**src/rtl/irq_accept_pkg.sv**
```systemverilog
package irq_accept_pkg;
   localparam int PSW_NP_BIT = 7;
   localparam int PSW_EP_BIT = 6;
   localparam int PSW_ID_BIT = 5;

   typedef enum logic [2:0] {
      EV_NONE,
      EV_RESET,
      EV_RETURN,
      EV_NMI,
      EV_MASK
   } irq_event_e;
endpackage

```
**src/rtl/irq_edge_latch.sv**
```systemverilog
module irq_edge_latch #(
   parameter int N = 1
) (
   input  logic         clk_i,
   input  logic         rst_ni,
   input  logic [N-1:0] line_i,
   input  logic [N-1:0] clr_i,
   input  logic         drop_i,
   output logic [N-1:0] pend_o
);
   for (genvar g = 0; g < N; g++) begin : g_line
      logic prev_q;
      logic pend_q;
      always_ff @(posedge clk_i or negedge rst_ni) begin
         if (!rst_ni) begin
            prev_q <= 1'b0;
            pend_q <= 1'b0;
         end else begin
            prev_q <= line_i[g];
            if (drop_i)
               pend_q <= 1'b0;
            else if (line_i[g] && !prev_q)
               pend_q <= 1'b1;
            else if (clr_i[g])
               pend_q <= 1'b0;
         end
      end
      assign pend_o[g] = pend_q;
   end
endmodule

```
**src/rtl/irq_prio_pick.sv**
```systemverilog
module irq_prio_pick #(
   parameter int N         = 6,
   parameter bit LOW_FIRST = 1'b1,
   localparam int IW       = (N > 1) ? $clog2(N) : 1
) (
   input  logic [N-1:0]  req_i,
   output logic [N-1:0]  grant_o,
   output logic [IW-1:0] idx_o
);
   if (LOW_FIRST) begin : g_low
      always_comb begin
         logic found;
         found   = 1'b0;
         grant_o = '0;
         idx_o   = '0;
         for (int i = 0; i < N; i++) begin
            if (req_i[i] && !found) begin
               found      = 1'b1;
               grant_o[i] = 1'b1;
               idx_o      = IW'(i);
            end
         end
      end
   end else begin : g_high
      always_comb begin
         logic found;
         found   = 1'b0;
         grant_o = '0;
         idx_o   = '0;
         for (int i = N - 1; i >= 0; i--) begin
            if (req_i[i] && !found) begin
               found      = 1'b1;
               grant_o[i] = 1'b1;
               idx_o      = IW'(i);
            end
         end
      end
   end
endmodule

```
**src/rtl/irq_save_pair.sv**
```systemverilog
module irq_save_pair #(
   parameter int AW = 32,
   parameter int PW = 8
) (
   input  logic          clk_i,
   input  logic          rst_ni,
   input  logic          cap_i,
   input  logic [AW-1:0] pc_i,
   input  logic [PW-1:0] psw_i,
   output logic [AW-1:0] pc_o,
   output logic [PW-1:0] psw_o
);
   always_ff @(posedge clk_i or negedge rst_ni) begin
      if (!rst_ni) begin
         pc_o  <= '0;
         psw_o <= '0;
      end else if (cap_i) begin
         pc_o  <= pc_i;
         psw_o <= psw_i;
      end
   end
endmodule

```
**src/rtl/irq_accept_unit.sv**
```systemverilog
module irq_accept_unit
   import irq_accept_pkg::*;
#(
   parameter int          ADDR_W    = 32,
   parameter int          PSW_W     = 8,
   parameter int          CAUSE_W   = 32,
   parameter int          NUM_IRQ   = 6,
   parameter int unsigned VEC_BASE  = 32'h80,
   parameter int unsigned VEC_STEP  = 32'h10,
   parameter int unsigned NMI_VEC   = 32'h10,
   parameter int unsigned NMI_CODE  = 32'h10,
   parameter int unsigned RESET_PSW = 32'h20,
   parameter bit          LOW_FIRST = 1'b1,
   localparam int HALF              = CAUSE_W / 2,
   localparam int IW                = (NUM_IRQ > 1) ? $clog2(NUM_IRQ) : 1
) (
   input  logic               clk_i,
   input  logic               rst_ni,
   input  logic               reset_req_i,
   input  logic               nmi_i,
   input  logic [NUM_IRQ-1:0] irq_i,
   input  logic               take_i,
   input  logic               ret_i,
   input  logic [ADDR_W-1:0]  pc_i,
   output logic               redir_o,
   output logic [ADDR_W-1:0]  redir_addr_o,
   output logic [PSW_W-1:0]   psw_o,
   output logic [CAUSE_W-1:0] cause_o,
   output logic [ADDR_W-1:0]  nmi_save_pc_o,
   output logic [PSW_W-1:0]   nmi_save_psw_o,
   output logic [ADDR_W-1:0]  int_save_pc_o,
   output logic [PSW_W-1:0]   int_save_psw_o
);
   if (NUM_IRQ < 1 || PSW_W < 8 || (CAUSE_W % 2) != 0 || HALF < 8) begin : g_bad_cfg
      $error("irq_accept_unit: unsupported parameter set");
   end

   irq_event_e         ev;
   logic               nmi_pend;
   logic [NUM_IRQ-1:0] irq_pend;
   logic [NUM_IRQ-1:0] pick_grant;
   logic [NUM_IRQ-1:0] int_grant;
   logic [IW-1:0]      pick_idx;
   logic               nmi_go, int_go, drop_all;
   logic [ADDR_W-1:0]  vec_addr;
   logic [PSW_W-1:0]   psw_q, psw_d;
   logic [CAUSE_W-1:0] cause_q, cause_d;
   logic [ADDR_W-1:0]  addr_d;
   logic               np, idis;

   assign np   = psw_q[PSW_NP_BIT];
   assign idis = psw_q[PSW_ID_BIT];

   irq_edge_latch #(.N(1)) u_nmi_latch (
      .clk_i (clk_i),
      .rst_ni(rst_ni),
      .line_i(nmi_i),
      .clr_i (nmi_go),
      .drop_i(drop_all),
      .pend_o(nmi_pend)
   );

   irq_edge_latch #(.N(NUM_IRQ)) u_irq_latch (
      .clk_i (clk_i),
      .rst_ni(rst_ni),
      .line_i(irq_i),
      .clr_i (int_grant),
      .drop_i(drop_all),
      .pend_o(irq_pend)
   );

   irq_prio_pick #(.N(NUM_IRQ), .LOW_FIRST(LOW_FIRST)) u_pick (
      .req_i  (irq_pend),
      .grant_o(pick_grant),
      .idx_o  (pick_idx)
   );

   always_comb begin
      if (reset_req_i)
         ev = EV_RESET;
      else if (ret_i)
         ev = EV_RETURN;
      else if (take_i && nmi_pend && !np)
         ev = EV_NMI;
      else if (take_i && (|irq_pend) && !np && !idis)
         ev = EV_MASK;
      else
         ev = EV_NONE;
   end

   assign drop_all  = (ev == EV_RESET);
   assign nmi_go    = (ev == EV_NMI);
   assign int_go    = (ev == EV_MASK);
   assign int_grant = int_go ? pick_grant : '0;
   assign vec_addr  = ADDR_W'(VEC_BASE) + ADDR_W'(pick_idx) * ADDR_W'(VEC_STEP);

   irq_save_pair #(.AW(ADDR_W), .PW(PSW_W)) u_nmi_pair (
      .clk_i (clk_i),
      .rst_ni(rst_ni),
      .cap_i (nmi_go),
      .pc_i  (pc_i),
      .psw_i (psw_q),
      .pc_o  (nmi_save_pc_o),
      .psw_o (nmi_save_psw_o)
   );

   irq_save_pair #(.AW(ADDR_W), .PW(PSW_W)) u_int_pair (
      .clk_i (clk_i),
      .rst_ni(rst_ni),
      .cap_i (int_go),
      .pc_i  (pc_i),
      .psw_i (psw_q),
      .pc_o  (int_save_pc_o),
      .psw_o (int_save_psw_o)
   );

   always_comb begin
      psw_d   = psw_q;
      cause_d = cause_q;
      addr_d  = '0;
      unique case (ev)
         EV_RESET: begin
            psw_d   = PSW_W'(RESET_PSW);
            cause_d = '0;
         end
         EV_RETURN: begin
            psw_d  = np ? nmi_save_psw_o : int_save_psw_o;
            addr_d = np ? nmi_save_pc_o : int_save_pc_o;
         end
         EV_NMI: begin
            psw_d[PSW_NP_BIT]          = 1'b1;
            psw_d[PSW_EP_BIT]          = 1'b0;
            psw_d[PSW_ID_BIT]          = 1'b1;
            cause_d[CAUSE_W-1:HALF]    = HALF'(NMI_CODE);
            addr_d                     = ADDR_W'(NMI_VEC);
         end
         EV_MASK: begin
            psw_d[PSW_EP_BIT]          = 1'b0;
            psw_d[PSW_ID_BIT]          = 1'b1;
            cause_d[HALF-1:0]          = HALF'(vec_addr);
            addr_d                     = vec_addr;
         end
         default: ;
      endcase
   end

   always_ff @(posedge clk_i or negedge rst_ni) begin
      if (!rst_ni) begin
         psw_q        <= PSW_W'(RESET_PSW);
         cause_q      <= '0;
         redir_o      <= 1'b0;
         redir_addr_o <= '0;
      end else begin
         psw_q        <= psw_d;
         cause_q      <= cause_d;
         redir_o      <= (ev != EV_NONE);
         redir_addr_o <= addr_d;
      end
   end

   assign psw_o   = psw_q;
   assign cause_o = cause_q;
endmodule

```
**config.mk**
```make
export PLATFORM = sky130hd
export DESIGN_NAME = irq_accept_unit
export DESIGN_NICKNAME = d
export VERILOG_FILES = /design/src/rtl/irq_accept_pkg.sv /design/src/rtl/irq_edge_latch.sv /design/src/rtl/irq_prio_pick.sv /design/src/rtl/irq_save_pair.sv /design/src/rtl/irq_accept_unit.sv
export SDC_FILE = /design/constraint.sdc
export NUM_CORES = 1
export LEC_CHECK = 0
export ABC_AREA = 1
export BUFFER_PORTS_ARGS = -buffer_cell sky130_fd_sc_hd__clkbuf_2
export CAP_MARGIN = 20
export CORE_MARGIN = 4
export CORE_UTILIZATION = 52
export CTS_BUF_LIST = sky130_fd_sc_hd__clkbuf_4 sky130_fd_sc_hd__clkbuf_8
export DETAILED_ROUTE_END_ITERATION = 10
export GPL_ROUTABILITY_DRIVEN = 1
export GPL_TIMING_DRIVEN = 0
export PLACE_DENSITY = 0.93
export SLEW_MARGIN = 10
export SYNTH_ARGS = -nofsm -noshare
export SYNTH_HDL_FRONTEND = slang
export SYNTH_SLANG_ARGS = --single-unit
```
**constraint.sdc**
```tcl
create_clock -name clk_i -period 1.9 [get_ports clk_i]
set_clock_uncertainty 0.2 [all_clocks]
set_input_delay 0.19 -clock clk_i [delete_from_list [all_inputs] [get_ports clk_i]]
set_output_delay 0.19 -clock clk_i [all_outputs]
set_load 0.02 [all_outputs]
```
==> out/qor.yml <==
status: "finished, final reports clean"
relSlewSlack_pct: 55.4
critPathKind: "reg2reg"
cp.arrival_ns: 1.97
worstPathMaxFanout: 10
pre_cts_slack_ns: -0.234
syn_area_um2: 5600
avgSynthCellArea_um2: 9.32
hpwl_um: 11500
grt_max_degree: 75
drt_pre_antenna_iters: 5
finalSetupViolCount: 0
cts_sinks: 140
fillerInstances: 697
start_util_pct: 53.8
synth_seq_cells: 140
num_antenna_cells: 0
synth_area_leader_cell: "dfrtp_1"
cp_cell_sequence: "inv_4, nand3_2, inv_1, nand2_1, clkbuf_1, o21ai_0"
clock-root-buffer: "clkbuf_8"
finalMaxSlewViolations: 0
crit_path_end_kind: "flip-flop"
hold_slack_ns: 0.0451
avgViaCountPerCell: 5.31
dieWidth_um: 112
core_um2: 10400
hp-class: "in2reg"
synth_warnings: 0
power.density_nw_per_um2: 1140
antenna_found_initial: 0
drive_above_1_share_pct: 30.4
cp_slowest_cell: "dfrtp_2"
cts_tree: "built"
path_clk_slew_ns: 0.08
track_usage_pct: 28.8
p_leak_nw: 4.20
fin_util_pct: 73.8
critPathMaxStageDelay_ns: 0.43
post-route-min-period_ns: 1.85
fp.dieH_um: 112
crit_path_start_kind: "flip-flop"
die_area_um2: 12500
area_growth_pct: 37.2
regToRegSetupSlack_ns: 0.05
clk_latency_ns: 0.43
netlist.area_leader.share_pct: 62.1
grt_pass1_wl_um: 28200
grt_pass1_vias: 5387
ant_nets: 0
io_buffers: 168
fmax_mhz: 541
rsz0062_at_grt: "no"
worst_slew_pin_slew_ns: 0.668
nets: 905
setup_ws_ns: 0.0506
finalWirelength_um: 17800
finalCritPeriodShare_pct: 97.3
finalHoldViolations: 0
ios: 197
cts_buffers: 17
drt_iter0_drc: 581
cap_violations: 0
ir_drop_mv: 0.633
syn_inst: 601
wl_per_cell_um: 17.6
drc: 0
crit_required_ns: 2.02
yosysSeqAreaShare_pct: 62.6
overflow: 0
rows: 37
synth.area.top_cells: "dfrtp_1, nand2_1, o21ai_0, o21ai_1, buf_4"
routed-via-count: 5359
gp_congestion: 0.818
clockBufferDepth: 2
synth_cell_type_count: 25
h-tree-depth: 4
-- layout make-up --
type | count | area (um2) | area share (%)
flip-flops and latches | 140 | 3510 | 45.6
multi-input cells | 370 | 1660 | 21.6
repair buffers | 215 | 1330 | 17.3
well taps | 136 | 170 | 2.21
clock inverters | 15 | 188 | 2.44
clock buffers | 17 | 234 | 3.05
plain buffers | 56 | 364 | 4.74
inverters | 61 | 231 | 3.01
-- flip-flops by register name, summed over array words and instances, names as in the netlist, 5 cells and up --
signal                     flops
u_nmi_pair.pc_o               32
psw_o                          8
redir_addr_o                  32
u_irq_latch.g_line.pend_q      6
cause_o                        5
u_int_pair.psw_o               8
u_irq_latch.g_line.prev_q      6
u_int_pair.pc_o               32
u_nmi_pair.psw_o               8
-- critical path, delay by kind of cell (launching register included) --
kind | cells | cell delay [ns]
AOI/OAI and AO/OA | 1 | 0.33
DFF | 1 | 0.43
and+or+nand+nor | 2 | 0.29
buffers and inverters | 3 | 0.48
-- final timing paths --
kind / from / end / cells after the start
min: reset_req_i / u_int_pair.pc_o[31] / 4
max: psw_o[7] / u_nmi_pair.pc_o[21] / 6
min reg2reg: u_irq_latch.g_line[0].prev_q / u_irq_latch.g_line[0].pend_q / 1
max reg2reg: psw_o[7] / u_nmi_pair.pc_o[21] / 6
min in group asynchronous: rst_ni / u_nmi_pair.pc_o[25] / 2
max in group asynchronous: rst_ni / psw_o[5] / 3
-- Yosys cell counts (all sizes together) --
cell type	count
inv	60
nand4	5
a21oi	34
dfstp	1
nand3	7
o221ai	1
clkinv	1
nor3	1
clkbuf	22
nor3b	1
nor2	22
conb	1
o21ai	93
mux2i	1
o22ai	7
nand2	171
buf	34
dfrtp	139
-- layer usage --
layer	track usage (%)	routed length (um)
met1	35.2	6660
met2	47.8	8890
met3	8.64	1660
met4	12.2	559
met5	0	0
-- power breakdown --
| group | internal [W] | total (W) | switching, W |
|---|---|---|---|
| logic | 0.000764 | 0.00228 | 0.00152 |
| clock network | 0.00132 | 0.00252 | 0.00120 |
| registers | 0.00350 | 0.00392 | 0.000428 |
-- logic make-up (layout without fill, tap and decap cells) --
logic type,Yosys count,in the layout,share of synthesized area (%)
muxes,1,1,0.179
buffers and inverters,117,364,10.0
AOI/OAI and AO/OA,135,135,12.3
other,1,27,0.0670
and+or+nand+nor,207,207,14.8
DFF,140,140,62.6
-- cells in the final DEF, fill, tap and decap left out, drive strengths merged --
cell type | netlist | layout
o22ai | 7 | 7
nor3 | 1 | 1
clkbuf | 22 | 207
o221ai | 1 | 1
conb | 1 | 27
clkinv | 1 | 6
o21ai | 93 | 93
nor3b | 1 | 1
mux2i | 1 | 1
buf | 34 | 38
nand3 | 7 | 7
dfrtp | 139 | 139
bufinv | 0 | 3
nand4 | 5 | 5
dlygate4sd3 | 0 | 43
dfstp | 1 | 1
nor2 | 22 | 22
inv | 60 | 64
nand2 | 171 | 171
clkinvlp | 0 | 3
a21oi | 34 | 34
-- timing repair --
action / 4_1_cts / 5_1_grt
setup endpoints to repair: 49 / 62
gates resized for setup: 11 / 18
hold buffers: 43 / 0
buffers inserted: 2 / 1
pin swaps: 2 / 0
endpoints found under the hold margin: 144 / 0
cloned: 0 / 0
-- metrics by stage --
stage                     cells  power (W)  instance area, um2  TNS, ns
after floorplan             627    0.00517                5700        0
after global placement      931    0.00599                6710  -245.73
after detailed placement    932    0.00608                6750    -7.48
after CTS                  1009    0.00867                7630        0
after global routing       1010    0.00913                7680        0
final                      1010    0.00873                7680        0
No activity file was read; power rests on OpenSTA's default activity.
